<file path="src/rtl/mau_pkg.sv">
package mau_pkg;

  typedef enum logic [1:0] {
    OP_IDLE  = 2'd0,
    OP_READ  = 2'd1,
    OP_WRITE = 2'd2
  } mau_op_t;

  // A command is legal when exactly one of read/write is asked for, the
  // address register is loaded, and for a write the data register too.
  function automatic logic cmd_legal(input logic rd, input logic wr,
                                     input logic addr_ok, input logic data_ok);
    return (rd ^ wr) && addr_ok && (rd || data_ok);
  endfunction

  function automatic mau_op_t op_of(input logic rd, input logic wr);
    if (rd && !wr) return OP_READ;
    if (wr && !rd) return OP_WRITE;
    return OP_IDLE;
  endfunction

endpackage

</file>
<file path="src/rtl/mau_regs.sv">
module mau_regs #(
  parameter int ADDR_W = 16,
  parameter int DATA_W = 16
) (
  input  logic              clk,
  input  logic              rst_n,
  input  logic [DATA_W-1:0] bus_data,
  input  logic              addr_load,
  input  logic              data_load,
  input  logic              busy,
  input  logic              rd_capture,
  input  logic [DATA_W-1:0] mem_rdata,
  output logic [ADDR_W-1:0] addr_q,
  output logic [DATA_W-1:0] data_q,
  output logic              addr_ok,
  output logic              data_ok,
  output logic              load_err
);

  logic load_blocked;
  logic addr_take;
  logic data_take;

  assign load_blocked = busy && (addr_load || data_load);
  assign addr_take    = !busy && addr_load;
  assign data_take    = !busy && data_load;

  always_ff @(posedge clk) begin
    if (!rst_n) begin
      addr_q  <= '0;
      addr_ok <= 1'b0;
    end else if (addr_take) begin
      addr_q  <= bus_data[ADDR_W-1:0];
      addr_ok <= 1'b1;
    end
  end

  always_ff @(posedge clk) begin
    if (!rst_n) begin
      data_q  <= '0;
      data_ok <= 1'b0;
    end else if (rd_capture) begin
      data_q  <= mem_rdata;
      data_ok <= 1'b1;
    end else if (data_take) begin
      data_q  <= bus_data;
      data_ok <= 1'b1;
    end
  end

  always_ff @(posedge clk) begin
    if (!rst_n)            load_err <= 1'b0;
    else if (load_blocked) load_err <= 1'b1;
  end


  addr_hold_chk: assert property (@(posedge clk) disable iff (!rst_n)
    (busy && addr_load) |=> $stable(addr_q));

  load_err_set_chk: assert property (@(posedge clk) disable iff (!rst_n)
    load_blocked |=> load_err);

  rd_capture_chk: assert property (@(posedge clk) disable iff (!rst_n)
    rd_capture |=> (data_q == $past(mem_rdata)));

  addr_load_chk: assert property (@(posedge clk) disable iff (!rst_n)
    addr_take |=> (addr_q == $past(bus_data[ADDR_W-1:0])) && addr_ok);

endmodule

</file>
<file path="src/rtl/mau_seq.sv">
module mau_seq
  import mau_pkg::*;
(
  input  logic clk,
  input  logic rst_n,
  input  logic cmd_read,
  input  logic cmd_write,
  input  logic addr_ok,
  input  logic data_ok,
  input  logic mem_mfc,
  output logic busy,
  output logic mem_rd,
  output logic mem_wr,
  output logic done,
  output logic cmd_reject,
  output logic rd_capture
);

  mau_op_t op_q;
  logic    accept;
  logic    refuse;
  logic    finish;

  assign busy       = (op_q != OP_IDLE);
  assign mem_rd     = (op_q == OP_READ);
  assign mem_wr     = (op_q == OP_WRITE);
  assign accept     = !busy && cmd_legal(cmd_read, cmd_write, addr_ok, data_ok);
  assign refuse     = !busy && (cmd_read || cmd_write) && !accept;
  assign finish     = busy && mem_mfc;
  assign rd_capture = finish && mem_rd;

  always_ff @(posedge clk) begin
    if (!rst_n) begin
      op_q       <= OP_IDLE;
      done       <= 1'b0;
      cmd_reject <= 1'b0;
    end else begin
      if (finish)      op_q <= OP_IDLE;
      else if (accept) op_q <= op_of(cmd_read, cmd_write);
      done       <= finish;
      cmd_reject <= refuse;
    end
  end


  strobe_excl_chk: assert property (@(posedge clk) disable iff (!rst_n)
    !(mem_rd && mem_wr));

  accept_strobe_chk: assert property (@(posedge clk) disable iff (!rst_n)
    accept |=> busy && (mem_rd != mem_wr));

  busy_hold_chk: assert property (@(posedge clk) disable iff (!rst_n)
    (busy && !mem_mfc) |=> busy && $stable(mem_rd) && $stable(mem_wr));

  finish_done_chk: assert property (@(posedge clk) disable iff (!rst_n)
    finish |=> done && !busy);

  done_single_chk: assert property (@(posedge clk) disable iff (!rst_n)
    done |=> !done);

  refuse_chk: assert property (@(posedge clk) disable iff (!rst_n)
    refuse |=> cmd_reject && !busy);

  idle_stay_chk: assert property (@(posedge clk) disable iff (!rst_n)
    (!busy && !accept) |=> !busy && !done);

endmodule

</file>
<file path="src/rtl/mem_access_unit.sv">
module mem_access_unit #(
  parameter int ADDR_W = 16,
  parameter int DATA_W = 16
) (
  input  logic              clk,
  input  logic              rst_n,
  input  logic [DATA_W-1:0] bus_data,
  input  logic              addr_load,
  input  logic              data_load,
  input  logic              cmd_read,
  input  logic              cmd_write,
  input  logic              mem_mfc,
  input  logic [DATA_W-1:0] mem_rdata,
  output logic [ADDR_W-1:0] mem_addr,
  output logic [DATA_W-1:0] mdr_data,
  output logic              mem_rd,
  output logic              mem_wr,
  output logic              busy,
  output logic              done,
  output logic              cmd_reject,
  output logic              load_err
);

  logic addr_ok;
  logic data_ok;
  logic rd_capture;

  mau_regs #(.ADDR_W(ADDR_W), .DATA_W(DATA_W)) u_regs (
    .clk        (clk),
    .rst_n      (rst_n),
    .bus_data   (bus_data),
    .addr_load  (addr_load),
    .data_load  (data_load),
    .busy       (busy),
    .rd_capture (rd_capture),
    .mem_rdata  (mem_rdata),
    .addr_q     (mem_addr),
    .data_q     (mdr_data),
    .addr_ok    (addr_ok),
    .data_ok    (data_ok),
    .load_err   (load_err)
  );

  mau_seq u_seq (
    .clk        (clk),
    .rst_n      (rst_n),
    .cmd_read   (cmd_read),
    .cmd_write  (cmd_write),
    .addr_ok    (addr_ok),
    .data_ok    (data_ok),
    .mem_mfc    (mem_mfc),
    .busy       (busy),
    .mem_rd     (mem_rd),
    .mem_wr     (mem_wr),
    .done       (done),
    .cmd_reject (cmd_reject),
    .rd_capture (rd_capture)
  );


  reset_quiet_chk: assert property (@(posedge clk)
    !rst_n |=> !busy && !done && !cmd_reject && !load_err);

endmodule

</file>
<file path="config.mk">
export PLATFORM = sky130hd
export DESIGN_NAME = mem_access_unit
export DESIGN_NICKNAME = d
export VERILOG_FILES = /design/src/rtl/mau_pkg.sv /design/src/rtl/mau_regs.sv /design/src/rtl/mau_seq.sv /design/src/rtl/mem_access_unit.sv
export SDC_FILE = /design/constraint.sdc
export NUM_CORES = 1
export LEC_CHECK = 0
export ABC_CLOCK_PERIOD_IN_PS = 1200
export BUFFER_PORTS_ARGS = -buffer_cell sky130_fd_sc_hd__buf_2
export CORE_MARGIN = 5
export CORE_UTILIZATION = 41
export CTS_BUF_LIST = sky130_fd_sc_hd__clkbuf_16
export DETAILED_ROUTE_END_ITERATION = 8
export PLACE_DENSITY = 0.8
export SYNTH_ARGS = -nofsm -noshare
export SYNTH_HDL_FRONTEND = slang
export SYNTH_SLANG_ARGS = --single-unit
</file>
<file path="constraint.sdc">
create_clock -name clk -period 1.2 [get_ports clk]
set_input_delay 0.24 -clock clk [delete_from_list [all_inputs] [get_ports clk]]
set_output_delay 0.24 -clock clk [all_outputs]
set_load 0.02 [all_outputs]
</file>
==> metrics.txt <==
Longest Clk Path Bufs=2; Total Wirelength=4760 um; Via Count=1,554; Worst Reg-to-Reg Cells=4; routability cong.=0.856; Max Cap Violations=0; critical path cell sequence=buf_6, inv_4, nor2_4, buf_6; Synthesized Nets=209; drt pass-1 iters=4; VDD IR-drop max=0.690 mV; FF+latch count, synth=39; post-route setup slack=-0.0642 ns; Fin. Hold Viols=0; vias in the first global route=1,519; layout cell share with drive strength beyond 1=55.0%; Tmin final=1.26 ns; CP peak stage delay=0.39 ns; sequential area share after synthesis=47.7%; final critical-path share of the clock period=105%; pin count of the biggest net entering global routing=41; post-synth top area share=47.7%; TritonCTS clock tree=built; most frequent cell after synthesis=dfxtp_1; total CTS buffers=5; GRT Total Usage=17.9%; area grow syn2layout=60.0%; post-detail-place hpwl=3190 um; r2r setup slk=-0.06 ns; Max Transition Viols Final=0; Worst-Skew Late Latency=0.28 ns; Post-Synthesis Cells=167; NetSw=0.864 mW; # hold bufs at CTS=0; DRT iter0 DRCs=44; RR Startpoint=u_seq.op_q[0]$_SDFFE_PP0P_; async set-reset flop share out of synthesis=0%; Reg2Reg Capture Point=u_regs.data_q[10]$_SDFFE_PN0P_; row count=23; final setup fails=29; leakage dissipation=1.25 nW; worst hold slack=0.215 ns; CTS HTree Levels=2; Synth area leader=dfxtp_1; crit-path max FO=6; DIE AREA=5360 um^2; Min-Delay Endpoint=u_regs.addr_q[3]$_SDFFE_PN0P_; Comb power frac=19.3%; Seq pwr share=43.4%; Clock Skew=0.00626 ns; CP Class=reg2out; Core Box Area=3940 um^2; Slowest cell on crit path=dfxtp_4; internal power=2.42 mW; die width=73.2 um; final instance area=2620 um^2; CTS clock-pin slew for the worst setup and hold paths=0.06 ns; average vias per placed instance=4.98; Main synth FF type=dfxtp_1; DP Cell Count=297; IO buf count=76; worst-margin pin slew=0.319 ns; Crit. End Element=output port; Max Fclk=791 MHz; Final #Nets=303; number of diodes=0; IO Count=77; synthesized cell area=1640 um^2; first-pass GRT wire length=7340 um; Placed Area=2150 um^2; status=finished, violations left; PD cells=1250 nW/um^2; synth cell count leaders=dfxtp_1, nand2_1, o21a_1; Post-synth EDFFs=0; largest cells by area after synthesis=dfxtp_1, o221a_2, nand2_1; min-delay worst type=in2reg; Routed Antenna Nets=0; critical path launch point type=flop; Clk pwr share=37.3%; final std cells w/o fill=312; Arrival @ worst endpoint=1.02 ns; hold depth=3; CP most frequent cell=buf_6; RSZ-0062 raised after global routing=yes; Crit path required time=0.96 ns; drt drc=0; Die Y-Extent=73.2 um; post-synth cell types=27; Starting Density=41.5%; antenna violations before repair=0; Max-slew headroom=78.7%; Clk Tree Root Cell=clkbuf_16; failing checks=negative setup slack; Remaining Overflow, GRT=0; # clock sinks=39; Net Sw Frac=26.3%; WL/cell=15.3 um; Post-Syn Area per Cell=9.81 um^2; Ys Warns=0; hold_sp=bus_data[3]
registers in the layout, summed over array words and instances, names as in the netlist:
register	count
u_regs.data_q	16
u_seq.op_q	2
u_seq.done	1
u_regs.addr_q	16
u_regs.data_ok	1
u_regs.addr_ok	1
u_regs.load_err	1
u_seq.cmd_reject	1
power groups by stage:
stage | Sequential, mW | Clock, mW | Combinational (mW)
after floorplan | 1.54 | 0 | 0.202
after global placement | 1.45 | 0 | 0.508
after detailed placement | 1.45 | 0 | 0.517
after CTS | 1.43 | 1.26 | 0.618
after global routing | 1.44 | 1.30 | 0.682
final | 1.43 | 1.23 | 0.635
placed cells by master (no fill, tap or decap), types with 2 or more instances in the layout:
master     Yosys  final
nand2_2        0      5
a21boi_2       0      5
buf_6          4     13
o221a_4        0     14
nand2_1       37     28
o21a_1        17     17
dfxtp_4        0      2
inv_1          5      3
buf_12         0      2
o21ai_0        4      4
nand3_1        2      2
inv_2          0      2
o2bb2ai_1      2      2
a21boi_1      10     11
nor2_4         1      4
ha_1           3      3
buf_4          1     10
buf_2          3     73
clkbuf_16      0      5
clkinv_1       0      2
nand2_4        0      4
nor2_1         4      2
dfxtp_1       39     37
critical path: cells and delay by family (launching register included):
kind / cells / cell delay [ns]
simple gates: 1 / 0.07
flops: 1 / 0.39
buf+inv: 3 / 0.29
through the flow:
stage	total power, mW	setup TNS, ns	util [%]	setup WS, ns
after floorplan	1.74	-0.505	-	-0.0505
after global placement	1.96	-0.00379	54.5	-0.00379
after detailed placement	1.97	-0.654	54.5	-0.0608
after CTS	3.31	-0.654	65.1	-0.0973
after global routing	3.42	-2.84	66.5	-0.114
final	3.29	-1.09	66.5	-0.0642
layer usage:
| metal | vias up | part of all wire (%) | GRT usage [%] |
|---|---|---|---|
| li1 | 786 | - | - |
| met1 | 698 | 42 | 21.8 |
| met2 | 60 | 46 | 28.8 |
| met3 | 10 | 9.1 | 6.20 |
| met4 | 0 | 1.9 | 7.17 |
| met5 | - | 0 | 0 |
cell type report:
| cell class | count | area (um^2) |
|---|---|---|
| clock buffers | 5 | 125 |
| clock inverters | 3 | 11.3 |
| fillers | 314 | 1320 |
| inverters | 5 | 21.3 |
| multi-input cells | 111 | 970 |
| flip-flops and latches | 39 | 788 |
| well taps | 50 | 62.6 |
| repair buffers | 99 | 642 |
repair_timing:
action / CTS / global route
setup endpoints to repair: 29 / 35
endpoints found under the hold margin: 0 / 0
pin swaps: 7 / 17
resized for setup: 47 / 24
setup buffers: 7 / 0
cloned: 2 / 0
worst max-delay path by stage:
stage / endpoint / startpoint / cells after the start / slack, ns
6_report: mem_rd / u_seq.op_q[0]$_SDFFE_PP0P_ / 4 / -0.06
5_1_grt: mem_rd / u_seq.op_q[0]$_SDFFE_PP0P_ / 4 / -0.11
4_1_cts: mem_wr / u_seq.op_q[1]$_SDFFE_PP0P_ / 4 / -0.1
3_5_place_dp: u_regs.data_q[11]$_SDFFE_PN0P_ / u_seq.op_q[0]$_SDFFE_PP0P_ / 4 / -0.06
3_3_place_gp: u_seq.op_q[0]$_SDFFE_PP0P_ / cmd_read / 5 / -0.004
2_1_floorplan: u_regs.addr_q[0]$_SDFFE_PN0P_ / u_seq.op_q[1]$_SDFFE_PP0P_ / 6 / -0.05
cell families after synthesis:
| kind of cell | after synthesis | synth area share (%) |
|---|---|---|
| compound gates | 56 | 28.6 |
| fa+ha+maj | 3 | 2.29 |
| buf+inv | 17 | 6.19 |
| flops | 39 | 47.7 |
| mux | 1 | 0.611 |
| simple gates | 51 | 14.6 |
Power figures use the tool's default switching activity.
